==> config.mk <==
export PLATFORM = sky130hd
export DESIGN_NAME = pio_timing_conv
export DESIGN_NICKNAME = d
export VERILOG_FILES = /design/src/rtl/pio_tc_pkg.sv /design/src/rtl/pio_tc_divider.sv /design/src/rtl/pio_tc_pack.sv /design/src/rtl/pio_timing_conv.sv
export SDC_FILE = /design/constraint.sdc
export NUM_CORES = 1
export LEC_CHECK = 0
export ABC_AREA = 1
export BUFFER_PORTS_ARGS = -buffer_cell sky130_fd_sc_hd__buf_4
export CAP_MARGIN = 20
export CELL_PAD_IN_SITES_DETAIL_PLACEMENT = 0
export CELL_PAD_IN_SITES_GLOBAL_PLACEMENT = 2
export CORE_MARGIN = 5
export CORE_UTILIZATION = 25
export CTS_CLUSTER_SIZE = 10
export DETAILED_ROUTE_END_ITERATION = 6
export GPL_TIMING_DRIVEN = 0
export PLACE_DENSITY = 0.62
export RECOVER_POWER = 25
export SLEW_MARGIN = 10
export SYNTH_ARGS = -nofsm -noshare
export SYNTH_HDL_FRONTEND = slang
export SYNTH_SLANG_ARGS = --single-unit
export TNS_END_PERCENT = 1
==> constraint.sdc <==
create_clock -name clk -period 7.1 [get_ports clk]
set_input_delay 1.775 -clock clk [delete_from_list [all_inputs] [get_ports clk]]
set_output_delay 1.775 -clock clk [all_outputs]
set_load 0.1 [all_outputs]
==> src/rtl/pio_tc_pkg.sv <==
// Package: shared types and helpers for the PIO timing converter.
// Assumes quotients fit in 32 bits (time width + MHz width + 1 <= 32).
package pio_tc_pkg;

    // Which timing field a conversion job produces
    typedef enum logic [1:0] {
        FLD_ADDR = 2'd0,
        FLD_DATA = 2'd1,
        FLD_REC  = 2'd2
    } field_e;

    // Sequencer states of the top module
    typedef enum logic [1:0] {
        ST_IDLE   = 2'd0,
        ST_ISSUE  = 2'd1,
        ST_WAIT   = 2'd2,
        ST_FINISH = 2'd3
    } state_e;

    // Legal ranges of each clock-count field
    localparam int ADDR_MIN = 1;
    localparam int ADDR_MAX = 4;
    localparam int DATA_MIN = 1;
    localparam int DATA_MAX = 16;
    localparam int REC_MIN  = 2;
    localparam int REC_MAX  = 17;
    localparam int CNT_W    = 5;

    // Clamp a raw clock count into the range of the given field
    function automatic logic [CNT_W-1:0] clamp_count(input int unsigned raw, input field_e fld);
        int unsigned lo;
        int unsigned hi;
        int unsigned v;
        case (fld)
            FLD_ADDR: begin lo = ADDR_MIN; hi = ADDR_MAX; end
            FLD_DATA: begin lo = DATA_MIN; hi = DATA_MAX; end
            default:  begin lo = REC_MIN;  hi = REC_MAX;  end
        endcase
        v = raw;
        if (v < lo) v = lo;
        if (v > hi) v = hi;
        return CNT_W'(v);
    endfunction

    // Value a field takes for a drive that is absent
    function automatic logic [CNT_W-1:0] absent_count(input field_e fld);
        case (fld)
            FLD_ADDR: return CNT_W'(ADDR_MIN);
            FLD_DATA: return CNT_W'(DATA_MIN);
            default:  return CNT_W'(REC_MIN);
        endcase
    endfunction

endpackage

==> src/rtl/pio_tc_divider.sv <==
// Module: restoring divider by a fixed constant, one quotient bit per clock.
// A one-cycle go while idle loads the dividend. NUM_W cycles later fin pulses
// for one clock with the quotient on quo, which then holds until the next go.
// Assumes DIVISOR >= 2. A go that arrives while a division runs is dropped.
module pio_tc_divider #(
    parameter int NUM_W   = 19,
    parameter int DIVISOR = 1000
) (
    input  logic             clk,
    input  logic             rst_n,
    input  logic             go,
    input  logic [NUM_W-1:0] num,
    output logic             fin,
    output logic [NUM_W-1:0] quo
);
    localparam int REM_W = $clog2(DIVISOR);
    localparam int CNT_W = $clog2(NUM_W + 1);
    localparam logic [REM_W:0] DEN = (REM_W + 1)'(DIVISOR);

    logic [REM_W-1:0] rem_q;
    logic [CNT_W-1:0] left_q;
    logic             run_q;
    logic [REM_W:0]   trial;
    logic [REM_W:0]   trial_sub;
    logic             take;

    // Trial subtraction of the divisor from the shifted partial remainder
    always_comb begin
        trial     = {rem_q, quo[NUM_W-1]};
        take      = (trial >= DEN);
        trial_sub = trial - DEN;
    end

    // Division state: shift in a dividend bit and keep the quotient bit each clock
    always_ff @(posedge clk) begin
        if (!rst_n) begin
            rem_q  <= '0;
            left_q <= '0;
            run_q  <= 1'b0;
            fin    <= 1'b0;
            quo    <= '0;
        end else begin
            fin <= 1'b0;
            if (!run_q) begin
                if (go) begin
                    quo    <= num;
                    rem_q  <= '0;
                    left_q <= CNT_W'(NUM_W);
                    run_q  <= 1'b1;
                end
            end else begin
                rem_q  <= take ? trial_sub[REM_W-1:0] : trial[REM_W-1:0];
                quo    <= {quo[NUM_W-2:0], take};
                left_q <= left_q - 1'b1;
                if (left_q == CNT_W'(1)) begin
                    run_q <= 1'b0;
                    fin   <= 1'b1;
                end
            end
        end
    end

endmodule

==> src/rtl/pio_tc_pack.sv <==
// Module: packs the clamped clock counts of both drives into register bytes.
// Assumes the counts are already within their clamp ranges.
// Purely combinational.
module pio_tc_pack
    import pio_tc_pkg::*;
#(
    parameter int NDRV = 2
) (
    input  logic                       pfetch,
    input  logic [NDRV-1:0][CNT_W-1:0] addr_cnt,
    input  logic [NDRV-1:0][CNT_W-1:0] data_cnt,
    input  logic [NDRV-1:0][CNT_W-1:0] rec_cnt,
    output logic [NDRV-1:0][7:0]       cyc_byte,
    output logic [7:0]                 misc_byte
);
    logic [CNT_W-1:0] addr_max;

    // One cycle byte per drive: data - 1 in the high nibble, recovery - 2 in the low nibble
    for (genvar g = 0; g < NDRV; g++) begin : g_cyc
        always_comb begin
            cyc_byte[g] = {4'(data_cnt[g] - CNT_W'(1)), 4'(rec_cnt[g] - CNT_W'(2))};
        end
    end

    // Largest address count over all drives
    always_comb begin
        addr_max = addr_cnt[0];
        for (int i = 1; i < NDRV; i++) begin
            if (addr_cnt[i] > addr_max) addr_max = addr_cnt[i];
        end
    end

    // Shared byte: prefetch bit 6, address - 1 in bits 5:4, minimum ready delay (zero field)
    always_comb begin
        misc_byte = {1'b0, pfetch, 2'(addr_max - CNT_W'(1)), 3'b000, 1'b0};
    end

endmodule

==> src/rtl/pio_timing_conv.sv <==
// Module: top of the PIO timing converter.
// A start pulse while idle latches the inputs. Six jobs (three fields for
// each of two drives) then run through one shared divider by 1000. Jobs of an
// absent drive take fixed minimum values without using the divider. At the end
// the packed bytes are registered and done pulses once.
// Assumes time inputs of TIME_W bits in ns and a bus frequency of MHZ_W bits in MHz.
module pio_timing_conv
    import pio_tc_pkg::*;
#(
    parameter int TIME_W  = 10,
    parameter int MHZ_W   = 8,
    parameter int DIVISOR = 1000
) (
    input  logic              clk,
    input  logic              rst_n,
    input  logic              start,
    input  logic              pfetch_en,
    input  logic [MHZ_W-1:0]  bus_mhz,
    input  logic [1:0]        drv_present,
    input  logic [TIME_W-1:0] setup_ns0,
    input  logic [TIME_W-1:0] active_ns0,
    input  logic [TIME_W-1:0] cycle_ns0,
    input  logic [TIME_W-1:0] setup_ns1,
    input  logic [TIME_W-1:0] active_ns1,
    input  logic [TIME_W-1:0] cycle_ns1,
    output logic              busy,
    output logic              done,
    output logic [7:0]        cyc_byte0,
    output logic [7:0]        cyc_byte1,
    output logic [7:0]        misc_byte
);
    localparam int NDRV  = 2;
    localparam int NUM_W = TIME_W + MHZ_W + 1;

    // Latched request
    logic [NDRV-1:0][TIME_W-1:0] setup_q;
    logic [NDRV-1:0][TIME_W-1:0] active_q;
    logic [NDRV-1:0][TIME_W-1:0] cycle_q;
    logic [MHZ_W-1:0]            mhz_q;
    logic [NDRV-1:0]             pres_q;
    logic                        pf_q;

    // Job sequencing
    state_e  state_q;
    logic    drv_q;
    field_e  fld_q;
    logic    last_job;

    // Results
    logic [NDRV-1:0][CNT_W-1:0] addr_q;
    logic [NDRV-1:0][CNT_W-1:0] data_q;
    logic [NDRV-1:0][CNT_W-1:0] rec_q;
    logic [CNT_W-1:0]           job_val;

    // Datapath between sequencer, divider and packer
    logic [TIME_W:0]         sa_sum;
    logic [TIME_W:0]         cyc_ext;
    logic [TIME_W-1:0]       rec_ns;
    logic [TIME_W-1:0]       time_sel;
    logic [NUM_W-1:0]        div_num;
    logic                    div_go;
    logic                    div_fin;
    logic [NUM_W-1:0]        div_quo;
    logic [NDRV-1:0][7:0]    pk_cyc;
    logic [7:0]              pk_misc;

    // Recovery in ns for the current drive, floored at zero
    always_comb begin
        sa_sum  = {1'b0, setup_q[drv_q]} + {1'b0, active_q[drv_q]};
        cyc_ext = {1'b0, cycle_q[drv_q]};
        rec_ns  = (cyc_ext > sa_sum) ? TIME_W'(cyc_ext - sa_sum) : '0;
    end

    // Select the time figure of the current job and form the rounded-up dividend
    always_comb begin
        case (fld_q)
            FLD_ADDR: time_sel = setup_q[drv_q];
            FLD_DATA: time_sel = active_q[drv_q];
            default:  time_sel = rec_ns;
        endcase
        div_num = NUM_W'(time_sel) * NUM_W'(mhz_q) + NUM_W'(DIVISOR - 1);
    end

    // Value stored for the current job: a clamped quotient, or the absent-drive default
    always_comb begin
        if (pres_q[drv_q]) job_val = clamp_count(32'(div_quo), fld_q);
        else               job_val = absent_count(fld_q);
        last_job = drv_q && (fld_q == FLD_REC);
    end

    pio_tc_divider #(
        .NUM_W   (NUM_W),
        .DIVISOR (DIVISOR)
    ) u_div (
        .clk   (clk),
        .rst_n (rst_n),
        .go    (div_go),
        .num   (div_num),
        .fin   (div_fin),
        .quo   (div_quo)
    );

    pio_tc_pack #(
        .NDRV (NDRV)
    ) u_pack (
        .pfetch    (pf_q),
        .addr_cnt  (addr_q),
        .data_cnt  (data_q),
        .rec_cnt   (rec_q),
        .cyc_byte  (pk_cyc),
        .misc_byte (pk_misc)
    );

    // Sequencer: accept a request, walk through the jobs, store the results, publish the bytes
    always_ff @(posedge clk) begin
        if (!rst_n) begin
            state_q   <= ST_IDLE;
            drv_q     <= 1'b0;
            fld_q     <= FLD_ADDR;
            div_go    <= 1'b0;
            busy      <= 1'b0;
            done      <= 1'b0;
            setup_q   <= '0;
            active_q  <= '0;
            cycle_q   <= '0;
            mhz_q     <= '0;
            pres_q    <= '0;
            pf_q      <= 1'b0;
            addr_q    <= '0;
            data_q    <= '0;
            rec_q     <= '0;
            cyc_byte0 <= '0;
            cyc_byte1 <= '0;
            misc_byte <= '0;
        end else begin
            done   <= 1'b0;
            div_go <= 1'b0;
            case (state_q)
                ST_IDLE: begin
                    if (start) begin
                        setup_q  <= {setup_ns1, setup_ns0};
                        active_q <= {active_ns1, active_ns0};
                        cycle_q  <= {cycle_ns1, cycle_ns0};
                        mhz_q    <= bus_mhz;
                        pres_q   <= drv_present;
                        pf_q     <= pfetch_en;
                        drv_q    <= 1'b0;
                        fld_q    <= FLD_ADDR;
                        busy     <= 1'b1;
                        state_q  <= ST_ISSUE;
                    end
                end
                ST_ISSUE: begin
                    if (pres_q[drv_q]) begin
                        div_go  <= 1'b1;
                        state_q <= ST_WAIT;
                    end else begin
                        case (fld_q)
                            FLD_ADDR: addr_q[drv_q] <= job_val;
                            FLD_DATA: data_q[drv_q] <= job_val;
                            default:  rec_q[drv_q]  <= job_val;
                        endcase
                        if (last_job) state_q <= ST_FINISH;
                        else if (fld_q == FLD_REC) begin
                            drv_q <= 1'b1;
                            fld_q <= FLD_ADDR;
                        end else fld_q <= field_e'(fld_q + 2'd1);
                    end
                end
                ST_WAIT: begin
                    if (div_fin) begin
                        case (fld_q)
                            FLD_ADDR: addr_q[drv_q] <= job_val;
                            FLD_DATA: data_q[drv_q] <= job_val;
                            default:  rec_q[drv_q]  <= job_val;
                        endcase
                        if (last_job) state_q <= ST_FINISH;
                        else begin
                            state_q <= ST_ISSUE;
                            if (fld_q == FLD_REC) begin
                                drv_q <= 1'b1;
                                fld_q <= FLD_ADDR;
                            end else fld_q <= field_e'(fld_q + 2'd1);
                        end
                    end
                end
                default: begin
                    cyc_byte0 <= pk_cyc[0];
                    cyc_byte1 <= pk_cyc[1];
                    misc_byte <= pk_misc;
                    done      <= 1'b1;
                    busy      <= 1'b0;
                    state_q   <= ST_IDLE;
                end
            endcase
        end
    end

endmodule

==> flow_metrics.py <==
metrics = {
    "outcome": {
        "outcome": "finished clean",
    },
    "clocking": {
        "numCtsBuffers": 17,
        "htree_levels": 4,
        "cts_tree": "done",
        "cts.sinks": 160,
        "hold_buffers": 0,
        "cts_buffer_depth": 2,
        "clock_latency_ns": 0.45,
        "clk_pin_slew_ns": 0.07,
        "root_buffer": "clkbuf_16",
    },
    "route": {
        "dr.pass1.iters": 5,
        "drtIter0Drc": 426,
        "ant_nets": 0,
        "wire_per_inst_um": 15.7,
        "vias": 10200,
        "vias_per_cell": 4.38,
        "drt-total-wl_um": 36500,
        "drc": 0,
    },
    "synth": {
        "syn_inst": 1555,
        "synth_area_sq_mm": 0.0110,
        "yosys_warnings": 0,
        "synth_edf_count": 0,
        "synth_compound_area_share_pct": 14.4,
        "avgSynthCellArea_sq_um": 7.07,
        "ys_seq_area_share_pct": 29.1,
        "async_flop_share_pct": 0,
        "synthMuxAreaShare_pct": 0.0910,
        "synth_top_family_by_area": "simple AND/OR/NAND/NOR gates",
        "yosys.area_share.xor_xnor_pct": 2.23,
        "synth-simple-area-share_pct": 24.9,
        "yosys.area_share.adder_pct": 19.5,
        "yosys_most_used_dff": "dfxtp_1",
        "yosysUniqueCellTypes": 49,
        "ys_ff_latch": 160,
    },
    "sta": {
        "worstMarginPinSlew_ns": 1.02,
        "skew_ns": 0.0134,
        "slew-limit-headroom_pct": 32.1,
        "finalWorstPathRequiredPeriod_ns": 6.95,
        "fin_hold_ws_ns": 0.468,
        "post-route-period-util_pct": 97.9,
        "rsz0062_at_grt": "yes",
        "fmax_mhz": 144,
        "setup_ws_ns": 0.151,
        "slew_violations": 0,
        "setup_viol": 0,
        "hold_viol_final": 0,
    },
    "floorplanning": {
        "die_area_sq_mm": 0.0483,
        "start_util_pct": 25.4,
        "die-height_um": 220,
        "fp.dieW_um": 220,
        "num_rows": 76,
        "coreArea_sq_mm": 0.0433,
        "num_io_pins": 100,
    },
    "final_layout": {
        "syn2layout_area_growth_pct": 29.8,
        "drive_gt1_share_pct": 21.5,
        "nFillCells": 4773,
        "diodes": 0,
        "fin_nets": 1937,
    },
    "grt": {
        "grt_overflow": 0,
        "grt_start_max_net_pins": 17,
        "antenna_found_initial": 0,
        "grtUsageTotal_pct": 15.3,
        "grt_pass1_wl_um": 57300,
        "grt_pass1_vias": 10200,
    },
    "power": {
        "p_seq_share_pct": 14.5,
        "p_total_uw": 8150,
        "combPwrFrac_pct": 73.9,
        "irDropWorstVdd_uv": 480,
        "p_per_area_mw_per_mm2": 571,
        "switching_share_pct": 50.9,
        "p_clk_share_pct": 11.6,
        "p_sw_uw": 4150,
        "p_leak_uw": 0.00659,
        "p_int_uw": 4000,
    },
    "job": {
        "cap_viol_max_count": 0,
    },
    "setup_path": {
        "required_ns": 7.43,
        "critPathSlowestCell": "fa_1",
        "setup.worst_path.class": "reg2reg",
        "path_common_cell": "nand2_4",
        "end_kind": "flop",
        "critical_path.max_stage_delay_ns": 0.55,
        "cp.arrival_ns": 7.28,
        "path_max_fanout": 8,
        "start_kind": "flop",
    },
    "min_path": {
        "hold_class": "reg2reg",
    },
    "place": {
        "hpwl_um": 28800,
        "gp_congestion": 0.794,
        "dpl_worst_slack_ns": -1.21,
        "port_buffers": 94,
    },
}
area by class of cell:
cell class	count	area, sq um	area share (%)
multi-input combinational	1123	7450	52.2
sequential	160	3200	22.4
timing repair buffer	146	1140	8.00
inverter	213	830	5.81
tap	585	732	5.13
clock buffer	21	460	3.23
buffer	63	334	2.34
clock inverter	11	124	0.868
per-layer routing:
layer / wire length [um] / up-vias / part of all wire [%] / global-route usage (%)
met5: 0 / - / 0 / 0
li1: - / 5302 / - / -
met2: 16600 / 110 / 46 / 24.6
met4: 600 / 0 / 1.6 / 4.60
met3: 863 / 22 / 2.4 / 2.07
met1: 18400 / 4733 / 50 / 21.5
kinds of logic (layout without fill, tap and decap cells):
logic type / Yosys count / after routing
other: 1 / 5
xor gates and xnor gates: 28 / 28
DFF: 160 / 160
AOI/OAI and AO/OA: 290 / 290
muxes: 1 / 1
and+or+nand+nor: 660 / 660
buffers and inverters: 276 / 454
adders and majority gates: 139 / 139
synth_stat cells (3+ instances only):
master / instances / area, sq um
a211oi_1: 4 / 30.0
a21o_1: 3 / 22.5
a21oi_1: 103 / 515
a221oi_1: 3 / 26.3
a22oi_1: 6 / 45.0
a31oi_1: 13 / 81.3
buf_1: 5 / 18.8
buf_4: 7 / 52.6
clkbuf_1: 50 / 188
clkinv_1: 3 / 11.3
dfxtp_1: 160 / 3200
fa_1: 54 / 1080
ha_1: 85 / 1060
inv_1: 200 / 751
inv_2: 10 / 37.5
nand2_1: 296 / 1110
nand2_2: 4 / 25.0
nand3_1: 72 / 360
nand3_2: 7 / 70.1
nand4_1: 6 / 37.5
nor2_1: 243 / 912
nor2_2: 5 / 31.3
nor2_4: 3 / 33.8
nor3_1: 11 / 55.1
o211ai_1: 3 / 22.5
o21a_1: 4 / 30.0
o21ai_0: 133 / 666
o21ai_1: 3 / 15.0
o21bai_1: 3 / 22.5
o22ai_1: 4 / 25.0
or2_2: 6 / 37.5
xnor2_1: 6 / 52.6
xor2_1: 22 / 193
flip-flops by register name, summed over array words and instances, names as in the netlist, 3 cells and up:
register / cells
active_q: 20
addr_q: 10
cyc_byte0: 8
cyc_byte1: 8
cycle_q: 20
data_q: 8
mhz_q: 8
misc_byte: 3
rec_q: 8
setup_q: 20
u_div.left_q: 5
u_div.quo: 19
u_div.rem_q: 10
repair_timing:
action	in CTS	in global routing
setup buffers	15	37
resized for setup	67	164
pin swaps	29	101
endpoints found under the setup margin	15	12
stage by stage:
step / TNS, ns / std cells / area (sq um) / util (%)
5_1_grt: -1.55 / 2322 / 14300 / 33.0
3_3_place_gp: -11.73 / 2238 / 12400 / 28.8
4_1_cts: 0 / 2285 / 13500 / 31.1
2_1_floorplan: 0 / 1559 / 11000 / -
3_5_place_dp: -11.53 / 2238 / 12400 / 28.8
6_report: 0 / 2322 / 14300 / 33.0
critical path: cells and delay by family, from the launching register on:
family | cells | cell delay (ns)
XOR/XNOR | 1 | 0.18
adder cells (fa/ha/maj) | 7 | 2.92
flip-flops | 1 | 0.33
AO/OA/AOI/OAI | 6 | 0.77
buffers and inverters | 10 | 1.00
AND/OR/NAND/NOR | 18 | 1.56
power by group through the flow:
stage          combinational, uW  clock (uW)  sequential (uW)
5_1_grt                     6770        1010             1210
3_3_place_gp                4640           0             1200
3_5_place_dp                4610           0             1200
4_1_cts                     5230         981             1180
2_1_floorplan               3220           0             1290
6_report                    6030         942             1180
placed cells by master (no fill, tap or decap), drive strengths merged, types with 7 or more instances in the layout:
cell type,n
a21oi,103
a31oi,13
buf,161
clkbuf,69
clkinv,7
dfxtp,160
fa,54
ha,85
inv,213
nand2,301
nand3,79
nor2,252
nor3,11
o21ai,138
or2,7
xor2,22
path summary, 6_finish.rpt:
kind                               start                           to  slack, ns  depth (start not counted)
min          u_div.rem_q[0]$_SDFFE_PN0P_  u_div.rem_q[1]$_SDFFE_PN0P_       0.47                          2
min reg2reg  u_div.rem_q[0]$_SDFFE_PN0P_  u_div.rem_q[1]$_SDFFE_PN0P_       0.47                          2
max                   drv_q$_SDFFE_PN0P_   u_div.quo[15]$_SDFFE_PN0P_       0.15                         42
max reg2reg           drv_q$_SDFFE_PN0P_   u_div.quo[15]$_SDFFE_PN0P_       0.15                         42
Note: power is estimated with default switching activity, not from simulation.
